<file path="src/rtl/lcd_scan_pkg.sv">
package lcd_scan_pkg;
  localparam int CODE_W = 3;

  typedef logic [1:0] lvl_t;
  localparam lvl_t LV_BOT  = 2'd0;
  localparam lvl_t LV_LMID = 2'd1;
  localparam lvl_t LV_UMID = 2'd2;
  localparam lvl_t LV_TOP  = 2'd3;

  // last row index for a row-count code (code 0 behaves as two rows)
  function automatic logic [CODE_W-1:0] last_row_of(logic [CODE_W-1:0] code);
    return (code == '0) ? CODE_W'(1) : code;
  endfunction

  // row line: selected row swings to the outer rails, others sit mid-ladder
  function automatic lvl_t row_level(logic selected, logic neg);
    if (selected) return neg ? LV_BOT : LV_TOP;
    return neg ? LV_UMID : LV_LMID;
  endfunction

  // column line: lit pixel opposes the selected row, dark pixel stays inner
  function automatic lvl_t col_level(logic lit, logic neg);
    if (lit) return neg ? LV_TOP : LV_BOT;
    return neg ? LV_LMID : LV_UMID;
  endfunction
endpackage

</file>
<file path="src/rtl/lcd_scan_timer.sv">
module lcd_scan_timer
  import lcd_scan_pkg::*;
#(
  parameter int ROWS = 8
) (
  input  logic              clk,
  input  logic              rst_n,
  input  logic [CODE_W-1:0] rows_code,
  input  logic              is_master,
  input  logic              sync_in,
  output logic [CODE_W-1:0] row,
  output logic              neg,
  output logic              frame_start,
  output logic              load_sync,
  output logic              paired
);
  localparam logic [CODE_W-1:0] MAX_ROW = CODE_W'(ROWS - 1);

  logic [1:0]        tick;
  logic              sync_q;
  logic              jumped_q;
  logic [CODE_W-1:0] last_raw;
  logic [CODE_W-1:0] last_row;
  logic              slot_end;

  always_comb begin
    last_raw    = last_row_of(rows_code);
    last_row    = (last_raw > MAX_ROW) ? MAX_ROW : last_raw;
    load_sync   = !is_master && sync_in && !sync_q;
    slot_end    = (tick == 2'd3);
    neg         = tick[0];
    frame_start = (row == '0) && (tick == 2'd0);
    paired      = tick[0] && !jumped_q;
  end

  always_ff @(posedge clk or negedge rst_n) begin
    if (!rst_n) begin
      row      <= '0;
      tick     <= 2'd0;
      sync_q   <= 1'b0;
      jumped_q <= 1'b0;
    end else begin
      sync_q   <= sync_in;
      jumped_q <= load_sync;
      if (load_sync) begin
        row  <= '0;
        tick <= 2'd1;
      end else if (slot_end) begin
        tick <= 2'd0;
        row  <= (row >= last_row) ? '0 : row + CODE_W'(1);
      end else begin
        tick <= tick + 2'd1;
      end
    end
  end

  assert_tick_step_R2: assert property (@(posedge clk) disable iff (!rst_n)
    !load_sync |=> tick == $past(tick) + 2'd1);

  assert_row_hold_R2: assert property (@(posedge clk) disable iff (!rst_n)
    (!load_sync && !slot_end) |=> row == $past(row));

  assert_wrap_R10: assert property (@(posedge clk) disable iff (!rst_n)
    (slot_end && !load_sync && row >= last_row) |=> row == '0);

  assert_slave_align_R8: assert property (@(posedge clk) disable iff (!rst_n)
    load_sync |=> (row == '0 && tick == 2'd1));
endmodule

</file>
<file path="src/rtl/lcd_scan_rowdrv.sv">
module lcd_scan_rowdrv
  import lcd_scan_pkg::*;
#(
  parameter int ROWS = 8
) (
  input  logic              clk,
  input  logic              rst_n,
  input  logic [CODE_W-1:0] row,
  input  logic              neg,
  input  logic              paired,
  output logic [2*ROWS-1:0] row_lvl
);
  logic [ROWS-1:0] sel;

  for (genvar i = 0; i < ROWS; i++) begin : g_row
    assign sel[i] = (row == CODE_W'(i));
    assign row_lvl[2*i +: 2] = row_level(sel[i], neg);

    assert_row_dc_R9: assert property (@(posedge clk) disable iff (!rst_n)
      paired |-> row_lvl[2*i +: 2] == ~$past(row_lvl[2*i +: 2]));
  end

  assert_one_active_R4: assert property (@(posedge clk) disable iff (!rst_n)
    $countones(sel) == 1);
endmodule

</file>
<file path="src/rtl/lcd_scan_coldrv.sv">
module lcd_scan_coldrv
  import lcd_scan_pkg::*;
#(
  parameter int COLS = 24
) (
  input  logic              clk,
  input  logic              rst_n,
  input  logic [COLS-1:0]   row_bits,
  input  logic              neg,
  input  logic              host_busy,
  output logic [2*COLS-1:0] col_lvl
);
  for (genvar j = 0; j < COLS; j++) begin : g_col
    assign col_lvl[2*j +: 2] = col_level(row_bits[j] && !host_busy, neg);

    assert_busy_dark_R6: assert property (@(posedge clk) disable iff (!rst_n)
      host_busy |-> (col_lvl[2*j+1] ^ col_lvl[2*j]));
  end
endmodule

</file>
<file path="src/rtl/lcd_scan_seq.sv">
module lcd_scan_seq
  import lcd_scan_pkg::*;
#(
  parameter int ROWS = 8,
  parameter int COLS = 24
) (
  input  logic              clk,
  input  logic              rst_n,
  input  logic [2:0]        rows_code,
  input  logic              is_master,
  input  logic              host_busy,
  input  logic              sync_in,
  input  logic [COLS-1:0]   row_bits,
  output logic [2:0]        scan_row,
  output logic [2*ROWS-1:0] row_lvl,
  output logic [2*COLS-1:0] col_lvl,
  output logic              row1_oe,
  output logic              sync_out
);
  logic neg;
  logic frame_start;
  logic load_sync;
  logic paired;

  lcd_scan_timer #(.ROWS(ROWS)) u_timer (
    .clk(clk), .rst_n(rst_n), .rows_code(rows_code), .is_master(is_master),
    .sync_in(sync_in), .row(scan_row), .neg(neg), .frame_start(frame_start),
    .load_sync(load_sync), .paired(paired)
  );

  lcd_scan_rowdrv #(.ROWS(ROWS)) u_rows (
    .clk(clk), .rst_n(rst_n), .row(scan_row), .neg(neg), .paired(paired),
    .row_lvl(row_lvl)
  );

  lcd_scan_coldrv #(.COLS(COLS)) u_cols (
    .clk(clk), .rst_n(rst_n), .row_bits(row_bits), .neg(neg),
    .host_busy(host_busy), .col_lvl(col_lvl)
  );

  assign row1_oe  = is_master;
  assign sync_out = is_master && frame_start;

  assert_slave_quiet_R7: assert property (@(posedge clk) disable iff (!rst_n)
    !is_master |-> (!row1_oe && !sync_out));

  assert_master_ignores_R8: assert property (@(posedge clk) disable iff (!rst_n)
    is_master |-> !load_sync);
endmodule

</file>
<file path="config.mk">
export PLATFORM = sky130hd
export DESIGN_NAME = lcd_scan_seq
export DESIGN_NICKNAME = d
export VERILOG_FILES = /design/src/rtl/lcd_scan_pkg.sv /design/src/rtl/lcd_scan_timer.sv /design/src/rtl/lcd_scan_rowdrv.sv /design/src/rtl/lcd_scan_coldrv.sv /design/src/rtl/lcd_scan_seq.sv
export SDC_FILE = /design/constraint.sdc
export NUM_CORES = 1
export LEC_CHECK = 0
export BUFFER_PORTS_ARGS = -buffer_cell sky130_fd_sc_hd__buf_2
export CELL_PAD_IN_SITES_DETAIL_PLACEMENT = 0
export CELL_PAD_IN_SITES_GLOBAL_PLACEMENT = 1
export CORE_ASPECT_RATIO = 1.2
export CORE_MARGIN = 3
export CORE_UTILIZATION = 27
export CTS_CLUSTER_SIZE = 10
export DETAILED_ROUTE_END_ITERATION = 10
export HOLD_SLACK_MARGIN = 0.05
export MAX_ROUTING_LAYER = met4
export PLACE_DENSITY_LB_ADDON = 0.1
export SKIP_CTS_REPAIR_TIMING = 1
export SLEW_MARGIN = 20
export SYNTH_ARGS = -nofsm -noshare
export SYNTH_HDL_FRONTEND = slang
export SYNTH_SLANG_ARGS = --single-unit
</file>
<file path="constraint.sdc">
create_clock -name clk -period 3.19 [get_ports clk]
set_input_delay 0.4785 -clock clk [delete_from_list [all_inputs] [get_ports clk]]
set_output_delay 0.4785 -clock clk [all_outputs]
set_load 0.05 [all_outputs]
</file>
**After elaboration in Yosys (flattened, before gate mapping)**

Index checks and enable logic that the tools add are counted.

- Add/subtract/negate cells: 2
- Order comparisons: 2
- Eq/ne operators: 8
- Muxes and demuxes: 107
- Reduce and logical (&&, ||, !) cells: 35

Operators with widths:

| kind | number |
|---|---|
| $mux W2 | 70 |
| $mux W1 | 32 |
| $logic_and A1 B1 Y1 | 28 |
| $mux W3 | 5 |
| $eq A3 B3 Y1 const B | 4 |
| $eq A3 B2 Y1 const B | 2 |
| $logic_not A3 Y1 | 2 |
| $add A3 B1 Y3 const B | 1 |
| $eq A3 B1 Y1 const B | 1 |
| $ge A3 B3 Y1 | 1 |
| $gt A3 B3 Y1 const B | 1 |
| $logic_not A1 Y1 | 3 |
| $add A2 B1 Y2 const B | 1 |
| $eq A2 B2 Y1 const B | 1 |
| $logic_not A2 Y1 | 1 |
| $reduce_bool A2 Y1 | 1 |

- Register bits: 6
- Input port bits: 32
- Output and inout bits: 69
- Word-level logic and storage cells: 157

**Depth between registers and ports, before layout**

- Depth after elaboration: 8
- Depth in mapped cells: 6
- Depth with buffers taken out: 6

**Modules after synthesis**

From an unflattened synthesis, not the netlist that was laid out.

- Cells, all modules: 164
- Area total of the unflattened synthesis: 1482.7 µm²

Modules (own cells, without submodules):

| module | times used | cells each | area an instance (µm²) | seq. area each (µm²) |
|---|---|---|---|---|
| lcd_scan_coldrv | 1 | 77 | 639.4 | 0.0 |
| lcd_scan_timer | 1 | 41 | 417.9 | 175.2 |
| lcd_scan_rowdrv | 1 | 44 | 411.6 | 0.0 |
| lcd_scan_seq | 1 | 2 | 13.8 | 0.0 |

**Worst setup path before layout**

Ideal clock, no wire load.

- Path type: flip-flop to output port
- Start: register u_timer.tick[0]
- End: output row_lvl[0]
- Data arrival time: 2053 ps
- Data required time: 2711 ps
- Path slack: 658 ps
- Stages on the path, launching flop included: 6
- Buffers on the path: 2
- Path through: dfrtp_1 -> buf_4 -> buf_4 -> inv_1 -> ha_1 -> or2_2

- Longest elaborated chain between the ends: 3
- Elaborated cells between the ends (all ways): 4
- Classes of those cells: mux (4)

RTL lines:

| what | line | RTL |
|---|---|---|
| start, declared | lcd_scan_timer.sv:19 | `logic [1:0] tick;` |
| start signal, assigned | lcd_scan_timer.sv:52 | `tick <= tick + 2'd1;` |
| $mux W2 (2 in series) | lcd_scan_pkg.sv:17 | `if (selected) return neg ? LV_BOT : LV_TOP;` |
| $mux W2 (*) | lcd_scan_pkg.sv:18 | `return neg ? LV_UMID : LV_LMID;` |
| end, declared | lcd_scan_seq.sv:15 | `output logic [2*ROWS-1:0] row_lvl,` |

Mark *: on every way between the ends. The rest lies on a longest branch, timed or not. The select of a mux whose other input is x is not followed.

**Worst setup path in the final report**

- Start: register u_timer.row[0]
- End: output row_lvl[0]

- Longest elaborated chain between the ends: 3

RTL lines:

| what | line | RTL |
|---|---|---|
| start, declared | lcd_scan_timer.sv:11 | `output logic [CODE_W-1:0] row,` |
| start signal, assigned | lcd_scan_timer.sv:50 | `row <= (row >= last_row) ? '0 : row + CODE_W'(1);` |
| $logic_not A3 Y1 | lcd_scan_rowdrv.sv:16 | `assign sel[i] = (row == CODE_W'(i));` |
| $mux W1 | lcd_scan_pkg.sv:17 |  |
| $mux W2 | lcd_scan_pkg.sv:18 |  |

Every way passes these cells.

==> flow_summary.yaml <==
yosys:
  ys_seq_area_share_pct: 11.4
  async_reset_ff_share_pct: 100
  avgSynthCellArea_um2: 8.41
  synth_top_area_share_pct: 25.6
  postSynthCellCount: 157
  synth_area_mm2: 0.00132
  synth_edf_count: 0
  synth_top_area_cell: "ha_1"
  ys_types: 21
  synth-main-ff-cell: "dfrtp_1"
  yosys-top-cells-count: "buf_4 (30), ha_1 (27), nor2b_1 (25)"
  synth_most_common_cell: "buf_4"
  ys_ff_latch: 6
  synthTopCellsByArea: "ha_1 (26%), buf_4 (17%), xnor2_1 (16%)"
  yosys_warnings: 0
  syn_nets: 216
setup_path:
  worst_ep_arrival_time_ns: 1.74
  cpLargestDelayFamily: "flip-flops"
  path_max_fanout: 5
  end_kind: "output pin"
  crit_required_ns: 2.71
  worstSetupPathType: "reg2out"
  crit_path_cell_trace: "inv_1 > ha_1 > nand2_1 > inv_1 > ha_1 > or2_2 > buf_2"
  critPathLaunchType: "register"
  cp_slowest_cell: "dfrtp_1"
  path_buf_inv: 3
  slowest_delay_ns: 0.39
floorplanning:
  io_pins: 101
  fp.dieH_um: 82.6
  rows: 27
  die_w_um: 69.8
  core_area_mm2: 0.00466
  initial_core_util_pct: 28.3
  die_area_mm2: 0.00577
layout:
  fillers: 525
  nets: 292
  diodes: 0
  syn_to_final_growth_pct: 30.4
  drive_above_1_share_pct: 50.4
placed_design:
  dp_hpwl_um: 2480
  io_buffers: 100
  gp_congestion: 0.733
drt:
  vias_per_cell: 3.96
  ant_nets: 0
  routed_wl_um: 2910
  wl_per_cell_um: 10.0
  via_count: 1149
  first_iter_violations: 15
  route.detailed.drc: 0
  firstDrtPassIters: 3
clock_tree:
  clk_path_buf_depth: 2
  cts_tree: "done"
  clk_latency_ns: 0.22
  path_clk_slew_ns: 0.04
  htree_levels: 1
  numCtsBuffers: 3
  cts.sinks: 6
  cts_root_buffer: "clkbuf_8"
global_routing:
  grt_max_degree: 51
  gr-total-overflow: 0
  antenna_found_initial: 0
  track_usage_pct: 10.5
  grt_pass1_vias: 1086
  grt_pass1_wl_um: 4860
flow_run:
  drv_cap: 0
min_path:
  hold_path_class: "in2async"
sta:
  clock-skew-final_ns: 0.00388
  hold_viol: 0
  setup_viol: 0
  grt_setup_unrepaired: "no"
  final.period_utilization_pct: 69.4
  tightest_slew_ns: 0.558
  fmaxAchievable_ghz: 0.452
  layout_min_cycle_time_ns: 2.21
  maxSlewViolCount: 0
  slew_headroom_pct: 62.7
  fin_tns_setup_ns: 0
status:
  status: "complete, no violations"
-- final cells by class --
type	instances	area [um2]	area share (%)
Multi-Input combinational cell	106	888	51.6
Timing Repair Buffer	101	508	29.5
Tap cell	58	72.6	4.22
Inverter	15	56.3	3.27
Sequential cell	6	151	8.79
Clock buffer	4	45.0	2.62
-- routing by layer --
metal  vias up  part of all wire, %  global-route usage, %  wire (um)
li1        611                    -                      -          -
met1       485                   41                   11.5       1180
met2        53                   52                   19.1       1510
met3         0                  7.7                   3.15        225
met4         0                    0                   2.30          0
met5         -                    0                      -          0
-- metrics by stage --
step | cell area, um2 | hold slack (ns) | worst slack [ns] | utilization, % | std cells
finish | 1720 | 0.0727 | 0.975 | 36.9 | 290
global placement | 1680 | 0.315 | 1.21 | 36.0 | 286
floorplan | 1320 | 0.183 | 0.658 | - | 157
global route | 1720 | 0.0793 | 0.804 | 36.9 | 290
CTS | 1720 | 0.0739 | 0.933 | 36.9 | 290
detailed placement | 1680 | 0.315 | 1.18 | 36.0 | 286
-- path summary, 6_finish.rpt --
path | startpoint | endpoint | slack [ns] | cells past startpoint
worst max-delay path | u_timer.row[0] | row_lvl[0] | 0.98 | 7
worst min-delay path | rst_n | u_timer.tick[1] | 0.07 | 1
min in group clk | sync_in | u_timer.sync_q | 0.38 | 1
worst max register to register | u_timer.tick[0] | u_timer.row[0] | 1.64 | 4
worst min register to register | u_timer.sync_q | u_timer.row[0] | 0.58 | 2
max in group asynchronous | rst_n | u_timer.tick[0] | 2.96 | 1
-- layout by cell type (no fill, tap or decap), drive strengths merged --
cell / Yosys / routed
a21oi: 2 / 2
and2: 1 / 1
and3: 1 / 1
buf: 30 / 101
clkbuf: 0 / 4
dfrtp: 6 / 6
ha: 27 / 27
inv: 15 / 15
nand2: 7 / 7
nand2b: 1 / 1
nand3: 1 / 1
nand3b: 1 / 1
nor2b: 25 / 25
nor3b: 1 / 1
o2111ai: 1 / 1
o21ai: 2 / 2
o21bai: 1 / 1
o32ai: 2 / 2
or2: 8 / 8
or3b: 1 / 1
xnor2: 24 / 24
-- sequential cells by signal, summed over array words and instances (netlist names) --
name / cells
u_timer.row: 3
u_timer.sync_q: 1
u_timer.tick: 2
-- logic make-up after synthesis --
| family | after synthesis | synth area share [%] |
|---|---|---|
| adder cells (fa/ha/maj) | 27 | 25.6 |
| AO/OA/AOI/OAI | 8 | 4.08 |
| XOR/XNOR | 24 | 15.9 |
| flip-flops | 6 | 11.4 |
| buffers and inverters | 45 | 21.3 |
| AND/OR/NAND/NOR | 47 | 21.7 |
Power is not shown: default switching activity piles up to over one toggle a cycle in this logic, so the estimate is an artifact.
